### config.mk
export PLATFORM = sky130hd
export DESIGN_NAME = dma_subbank_regfile
export DESIGN_NICKNAME = d
export VERILOG_FILES = /design/src/rtl/dsb_pkg.sv /design/src/rtl/dsb_window_decode.sv /design/src/rtl/dsb_pointer.sv /design/src/rtl/dsb_entry_bank.sv /design/src/rtl/dma_subbank_regfile.sv
export SDC_FILE = /design/constraint.sdc
export NUM_CORES = 1
export LEC_CHECK = 0
export BUFFER_PORTS_ARGS = -buffer_cell sky130_fd_sc_hd__buf_2
export CORE_MARGIN = 2
export CORE_UTILIZATION = 45
export CTS_BUF_LIST = sky130_fd_sc_hd__clkbuf_4
export CTS_CLUSTER_SIZE = 8
export DETAILED_ROUTE_END_ITERATION = 8
export PLACE_DENSITY = 0.79
export SETUP_SLACK_MARGIN = 0.1
export SLEW_MARGIN = 10
export SYNTH_ARGS = -nofsm -noshare
export SYNTH_HDL_FRONTEND = slang
export SYNTH_SLANG_ARGS = --single-unit
### constraint.sdc
create_clock -name clk -period 4.05 [get_ports clk]
set_input_delay 0.2025 -clock clk [delete_from_list [all_inputs] [get_ports clk]]
set_output_delay 0.2025 -clock clk [all_outputs]
set_load 0.02 [all_outputs]
### src/rtl/dsb_pkg.sv
package dsb_pkg;

  // Default word width of one bank entry and host data path.
  localparam int unsigned DSB_DW = 16;

  // Per-channel field order; the position inside a channel block is behaviour.
  typedef enum logic [2:0] {
    FLD_SRC  = 3'd0,
    FLD_DST  = 3'd1,
    FLD_CNT  = 3'd2,
    FLD_SYNC = 3'd3,
    FLD_MODE = 3'd4
  } dsb_field_e;

  localparam int unsigned DSB_FIELDS = 5;

  // Which host window a request hits.
  typedef enum logic [1:0] {
    WIN_NONE = 2'd0,
    WIN_PTR  = 2'd1,
    WIN_INC  = 2'd2,
    WIN_FIX  = 2'd3
  } dsb_win_e;

endpackage

### src/rtl/dsb_window_decode.sv
module dsb_window_decode
  import dsb_pkg::*;
#(
  parameter int unsigned AW       = 8,
  parameter logic [AW-1:0] ADDR_PTR = 8'h20,
  parameter logic [AW-1:0] ADDR_INC = 8'h21,
  parameter logic [AW-1:0] ADDR_FIX = 8'h22
) (
  input  logic          req,
  input  logic [AW-1:0] addr,
  output dsb_win_e      win
);

  always_comb begin
    win = WIN_NONE;
    if (req) begin
      if (addr == ADDR_PTR)      win = WIN_PTR;
      else if (addr == ADDR_INC) win = WIN_INC;
      else if (addr == ADDR_FIX) win = WIN_FIX;
    end
  end

endmodule

### src/rtl/dsb_pointer.sv
module dsb_pointer #(
  parameter int unsigned PW = 5
) (
  input  logic          clk,
  input  logic          rst_n,
  input  logic          load,
  input  logic [PW-1:0] load_val,
  input  logic          step,
  output logic [PW-1:0] ptr
);

  logic [PW-1:0] ptr_q;
  logic [PW-1:0] ptr_d;

  // Load and step never coincide: they come from different windows.
  always_comb begin
    ptr_d = ptr_q;
    if (load)      ptr_d = load_val;
    else if (step) ptr_d = ptr_q + PW'(1);
  end

  always_ff @(posedge clk or negedge rst_n) begin
    if (!rst_n) ptr_q <= '0;
    else        ptr_q <= ptr_d;
  end

  assign ptr = ptr_q;

  // Step wraps modulo 2**PW.
  assert_ptr_wrap_R8: assert property (@(posedge clk) disable iff (!rst_n)
    (step && !load && ptr_q == {PW{1'b1}}) |=> (ptr_q == '0));

endmodule

### src/rtl/dsb_entry_bank.sv
module dsb_entry_bank #(
  parameter int unsigned DW   = 16,
  parameter int unsigned NENT = 31,
  parameter int unsigned PW   = 5
) (
  input  logic               clk,
  input  logic               rst_n,
  input  logic               we,
  input  logic [PW-1:0]      idx,
  input  logic [DW-1:0]      wdata,
  output logic [DW-1:0]      rdata,
  output logic [NENT*DW-1:0] flat
);

  localparam int unsigned SLOTS = 2 ** PW;

  logic [DW-1:0] ent [SLOTS];

  for (genvar i = 0; i < SLOTS; i++) begin : g_slot
    if (i < NENT) begin : g_real
      logic [DW-1:0] q;
      always_ff @(posedge clk or negedge rst_n) begin
        if (!rst_n)                     q <= '0;
        else if (we && idx == PW'(i))   q <= wdata;
      end
      assign ent[i] = q;
      assign flat[i*DW +: DW] = q;
    end else begin : g_empty
      // Unused subaddress: reads as zero, no storage.
      assign ent[i] = '0;
    end
  end

  assign rdata = ent[idx];

  // A write to a real entry lands on the next edge.
  assert_write_lands_R3: assert property (@(posedge clk) disable iff (!rst_n)
    (we && 32'(idx) < NENT) |=> (ent[$past(idx)] == $past(wdata)));

  // An unused slot reads zero even right after a write to it.
  assert_empty_zero_R7: assert property (@(posedge clk) disable iff (!rst_n)
    (we && 32'(idx) >= NENT) |=> (ent[$past(idx)] == '0));

endmodule

### src/rtl/dma_subbank_regfile.sv
module dma_subbank_regfile
  import dsb_pkg::*;
#(
  parameter int unsigned NCH      = 6,
  parameter int unsigned DW       = DSB_DW,
  parameter int unsigned AW       = 8,
  parameter logic [AW-1:0] ADDR_PTR = 8'h20,
  parameter logic [AW-1:0] ADDR_INC = 8'h21,
  parameter logic [AW-1:0] ADDR_FIX = 8'h22
) (
  input  logic              clk,
  input  logic              rst_n,
  input  logic              host_req,
  input  logic              host_wr,
  input  logic [AW-1:0]     host_addr,
  input  logic [DW-1:0]     host_wdata,
  output logic [DW-1:0]     host_rdata,
  output logic [NCH*DW-1:0] ch_src,
  output logic [NCH*DW-1:0] ch_dst,
  output logic [NCH*DW-1:0] ch_cnt,
  output logic [NCH*DW-1:0] ch_sync,
  output logic [NCH*DW-1:0] ch_mode,
  output logic [DW-1:0]     page_out
);

  localparam int unsigned NENT     = NCH * DSB_FIELDS + 1;
  localparam int unsigned PAGE_IDX = NCH * DSB_FIELDS;
  localparam int unsigned PW       = $clog2(NENT);

  dsb_win_e          win;
  logic [PW-1:0]     ptr;
  logic [DW-1:0]     bank_rdata;
  logic [NENT*DW-1:0] bank_flat;
  logic              data_win;

  dsb_window_decode #(
    .AW(AW), .ADDR_PTR(ADDR_PTR), .ADDR_INC(ADDR_INC), .ADDR_FIX(ADDR_FIX)
  ) u_decode (
    .req (host_req),
    .addr(host_addr),
    .win (win)
  );

  assign data_win = (win == WIN_INC) || (win == WIN_FIX);

  dsb_pointer #(.PW(PW)) u_ptr (
    .clk     (clk),
    .rst_n   (rst_n),
    .load    ((win == WIN_PTR) && host_wr),
    .load_val(host_wdata[PW-1:0]),
    .step    (win == WIN_INC),
    .ptr     (ptr)
  );

  dsb_entry_bank #(.DW(DW), .NENT(NENT), .PW(PW)) u_bank (
    .clk  (clk),
    .rst_n(rst_n),
    .we   (data_win && host_wr),
    .idx  (ptr),
    .wdata(host_wdata),
    .rdata(bank_rdata),
    .flat (bank_flat)
  );

  always_comb begin
    unique case (win)
      WIN_PTR:          host_rdata = {{(DW-PW){1'b0}}, ptr};
      WIN_INC, WIN_FIX: host_rdata = bank_rdata;
      default:          host_rdata = '0;
    endcase
  end

  // Channel n owns entries FIELDS*n .. FIELDS*n+4.
  for (genvar n = 0; n < NCH; n++) begin : g_ch
    localparam int unsigned BASE = n * DSB_FIELDS;
    assign ch_src [n*DW +: DW] = bank_flat[(BASE + FLD_SRC ) * DW +: DW];
    assign ch_dst [n*DW +: DW] = bank_flat[(BASE + FLD_DST ) * DW +: DW];
    assign ch_cnt [n*DW +: DW] = bank_flat[(BASE + FLD_CNT ) * DW +: DW];
    assign ch_sync[n*DW +: DW] = bank_flat[(BASE + FLD_SYNC) * DW +: DW];
    assign ch_mode[n*DW +: DW] = bank_flat[(BASE + FLD_MODE) * DW +: DW];
  end

  assign page_out = bank_flat[PAGE_IDX*DW +: DW];

  // Pointer window write loads low bits.
  assert_ptr_load_R2: assert property (@(posedge clk) disable iff (!rst_n)
    (host_req && host_wr && host_addr == ADDR_PTR) |=> (ptr == $past(host_wdata[PW-1:0])));

  // Incrementing window steps the pointer.
  assert_inc_step_R3: assert property (@(posedge clk) disable iff (!rst_n)
    (host_req && host_addr == ADDR_INC) |=> (ptr == PW'($past(ptr) + 1'b1)));

  // Fixed window keeps the pointer.
  assert_fix_hold_R4: assert property (@(posedge clk) disable iff (!rst_n)
    (host_req && host_addr == ADDR_FIX) |=> $stable(ptr));

  // Empty slot reads zero.
  assert_empty_read_R7: assert property (@(posedge clk) disable iff (!rst_n)
    (host_req && (host_addr == ADDR_INC || host_addr == ADDR_FIX) && 32'(ptr) >= NENT)
      |-> (host_rdata == '0));

  // Idle cycles hold all state.
  assert_idle_hold_R10: assert property (@(posedge clk) disable iff (!rst_n)
    !host_req |=> ($stable(ptr) && $stable(bank_flat)));

  // No request means zero read data.
  assert_idle_rdata_R9: assert property (@(posedge clk) disable iff (!rst_n)
    !host_req |-> (host_rdata == '0));

endmodule

==> results.rst <==
.. list-table::
   :header-rows: 1

   * - Metric
     - Value
   * - Placed standard-cell area
     - between 20000 and 30000 sq um
   * - Multi-input combinational cell area
     - a little over 10000 sq um
   * - Die span in y
     - around 230 microns
   * - Fraction of layout instances using a drive strength above 1
     - between 60% and 70%
   * - Final Max Tran Viols
     - 0
   * - # fillers
     - roughly 4200
   * - Number of DRC markers after the initial detailed-route iteration
     - 1419
   * - Number of max-capacitance violations reported
     - 0
   * - Core Util, Final
     - between 50% and 60%
   * - Area overhead of the layout relative to synthesis
     - 23.1%
   * - Syn nets
     - ~1600
   * - Main combinational cell family by area after synthesis
     - multiplexers
   * - DR vias
     - 17300
   * - # clock sinks
     - 501
   * - VDD IR max
     - 0.255 mV
   * - Power, Total
     - about 11000 uW
   * - Met2 wirelength from detailed routing
     - around 41000 microns
   * - Wire length of the first global-routing pass
     - around 120000 microns
   * - Final setup violation count
     - 0
   * - Final TNS setup
     - 0 ns
   * - Most frequently used flop master after synthesis
     - dfrtp_1
   * - Buffers from clock root to sink, at most
     - 3
   * - Setup crit start kind
     - flop
   * - Mux share of post-synthesis cell area
     - ~36%
   * - Simple-gate share of the synthesized area
     - 3.92%
   * - Met3 layer wire length in the routed design
     - ~7600 microns
   * - Global route total overflow
     - 0
   * - Number of enable flip-flop cells after synthesis
     - 0
   * - Most area-consuming cells after synthesis
     - dfrtp_1 54%, mux2_2 24%, mux4_2 10%
   * - Number of vias per cell after detailed routing
     - slightly below 6
   * - Top cell type's share of synthesized area
     - between 50% and 60%
   * - Clock latency reported for the late side of the worst-skew pair
     - between 0.9 and 1 ns
   * - Post-route antenna net violation count
     - 0
   * - Post-layout minimum cycle time
     - 3.81 ns
   * - Root buffer cell
     - clkbuf_4
   * - Wire length after detailed routing
     - ~84000 microns
   * - Reported leakage power
     - 0.0153 uW
   * - Initial core utilization
     - between 40% and 50%
   * - Cell row count
     - 83
   * - Final instance area
     - around 29000 sq um
   * - Final weighted congestion of routability-driven global placement
     - ~0.9
   * - Kind of critical path
     - reg2out
   * - Met1 wire length
     - 32100 microns
   * - Area taken by flip-flops and latches
     - roughly 13000 sq um
   * - Number of buffers added by the clock tree synthesis step
     - between 100 and 150
   * - Arrival time worst endpoint
     - ~3.6 ns
   * - Vias in the first global route
     - about 18000
   * - RSZ-0062 raised after global routing
     - false
   * - Final Hold Fails
     - 0
   * - Routed wire length per instance
     - about 29 microns
   * - H-tree levels
     - 4
   * - Area share of xor/xnor cells in the synthesized design
     - less than 1%
   * - Maximum achievable frequency
     - approximately 0.26 GHz
   * - Slew Limit Headroom
     - between 30% and 40%
   * - Mapped Avg Cell Area
     - around 15 sq um
   * - Number of antenna violations at the first check in global routing
     - 2
   * - Worst slew pin tran
     - 1.03 ns
   * - Cell area after synthesis
     - between 20000 and 25000 sq um
   * - Compound-Gate Fraction of Synth Area
     - under 10%
   * - Outcome
     - completed
   * - Total of buffers placed on input and output ports
     - 539
   * - Path category of the worst min-delay check
     - in2reg
   * - Library cell occupying the most area in the post-synthesis netlist
     - dfrtp_1
   * - Maximum number of pins on one net before global-route repair
     - roughly 110
   * - Gate count of the mapped netlist
     - around 1500
   * - # nets final
     - 2182
   * - Reg clk slew, reported paths
     - ~0.06 ns
   * - Share of synthesized flip-flops with an asynchronous set or reset
     - 100%
   * - Number of detailed-route iterations in the first pass
     - 5
   * - Count of state elements after synthesis
     - 501
   * - Type of destination of the critical path
     - output pin
   * - Ports
     - 540
   * - PD cells
     - 367 nW/um^2
   * - Count of non-filler cells in the finished layout
     - a little under 3000
   * - Adder and majority gate portion of the synthesized area
     - less than 1%
   * - Count of synthesis-stage warnings from yosys
     - 0
   * - Placed cell count
     - 2650
   * - Detailed Place HPWL
     - a little under 60000 microns
   * - Data required time at the worst endpoint
     - between 3 and 4 ns
   * - Die area
     - 53800 sq um
   * - Global router's overall resource usage
     - about a third
   * - CTS tree
     - done
   * - Top fanout value on the critical path
     - 7
   * - Slack of the worst reg-to-reg path
     - ~1.1 ns
   * - Die width
     - ~230 microns
   * - Cell variety after synth
     - 54
   * - Top Layer Used
     - met4
   * - Share of the clock period used by the worst path
     - between 90% and 100%
   * - Part of the Yosys area used for sequential elements
     - 53.6%
   * - Clock tree skew after final layout
     - 0.0334 ns
   * - DRC Markers
     - 0
   * - Core box area
     - slightly above 50000 sq um
==> kinds of logic after synthesis <==
kind of cell             Yosys count
buffers and inverters            136
flip-flops                       501
adder cells (fa/ha/maj)            5
AND/OR/NAND/NOR                  151
XOR/XNOR                           3
AO/OA/AOI/OAI                     88
multiplexers                     643
==> critical path: stages, from the launching register on <==
cell and delay (ns):
dfrtp_4 0.50, buf_12 0.16, buf_12 0.13, buf_4 0.17
mux4_2 0.38, mux2i_1 0.13, a211o_1 0.34, a221oi_1 0.53
buf_2 0.29
==> final cells by class <==
type / count / area share, %
Inverter: 4 / 0.0521
Clock inverter: 25 / 0.751
Tap cell: 680 / 2.95
Timing Repair Buffer: 613 / 12.1
Multi-Input combinational cell: 890 / 35.0
Antenna cell: 2 / 0.0174
Clock buffer: 210 / 5.47
Sequential cell: 501 / 43.6
==> per-stage QoR <==
step | setup slack (ns) | hold slack, ns
2_1_floorplan | 1.26 | -0.0931
3_5_place_dp | 0.813 | 0.381
6_report | 0.245 | 0.236
5_1_grt | 0.128 | 0.190
4_1_cts | 0.161 | 0.0701
3_3_place_gp | 0.831 | 0.358
==> placed cells by master (no fill, tap or decap), drive strengths merged, types with 16 or more instances in the layout <==
cell	Yosys	routed
clkbuf	82	210
dlygate4sd3	0	30
dfrtp	501	501
mux4	109	109
mux2i	25	25
a211oi	16	16
nand2	41	41
clkinv	1	16
nor2	55	55
buf	49	583
o21ai	18	18
mux2	509	509
==> layer usage <==
layer	GRT usage, %	up-vias
met4	14.8	0
met1	38.4	9012
met3	9.63	230
met2	50.9	1011
met5	0	-
li1	-	7016
==> what timing repair did <==
| action | 4_1_cts | 5_1_grt |
|---|---|---|
| gates resized for setup | 2 | 0 |
| hold buffers | 31 | 0 |
| setup buffers | 7 | 0 |
| endpoints found under the setup margin | 16 | 0 |
| endpoints found under the hold margin | 909 | 0 |
==> report_power, final <==
group | total, uW | switching [uW] | leakage, uW | internal, uW
Combinational | 718 | 482 | 0.00729 | 236
Sequential | 5050 | 27.7 | 0.00699 | 5020
Clock | 4800 | 2200 | 0.00106 | 2600
==> worst paths after layout <==
| path | start | to | cells past startpoint |
|---|---|---|---|
| max in group asynchronous | rst_n | u_bank.g_slot[29].g_real.q[5] | 4 |
| setup reg to reg | u_ptr.ptr[1] | u_bank.g_slot[30].g_real.q[10] | 5 |
| hold / removal | host_addr[7] | u_bank.g_slot[29].g_real.q[2] | 6 |
| min in group asynchronous | rst_n | u_bank.g_slot[12].g_real.q[0] | 4 |
| hold reg to reg | u_bank.g_slot[22].g_real.q[13] | u_bank.g_slot[22].g_real.q[13] | 1 |
| setup / recovery | u_ptr.ptr[0] | host_rdata[11] | 8 |
==> sequential cells by signal, indices dropped and copies added (netlist names) <==
signal / cells
u_bank.g_slot.g_real.q: 496
u_ptr.ptr: 5
==> cells in the mapped netlist (2+ instances only) <==
library cell and n:
mux4_2 109, a22oi_1 12, buf_4 6, and3_2 2, clkbuf_1 67, inv_1 2, buf_1 13, xnor2_1 2
ha_1 5, o21ai_0 18, a21oi_1 5, nor2_4 24, mux2_2 506, nor4_1 2, nor2_2 6, a221oi_1 15
and2_1 2, mux2i_1 25, a211o_1 4, nand2_2 4, a32oi_1 2, nand3_1 15, buf_6 10, a211oi_1 16
clkbuf_8 15, nor2_1 25, mux2_1 3, buf_2 20, dfrtp_1 501, a31oi_1 2, o2111ai_1 2, and3_1 8
o211ai_1 9, nor2b_1 14, nand2_1 37
(Power assumes the default switching activity.)
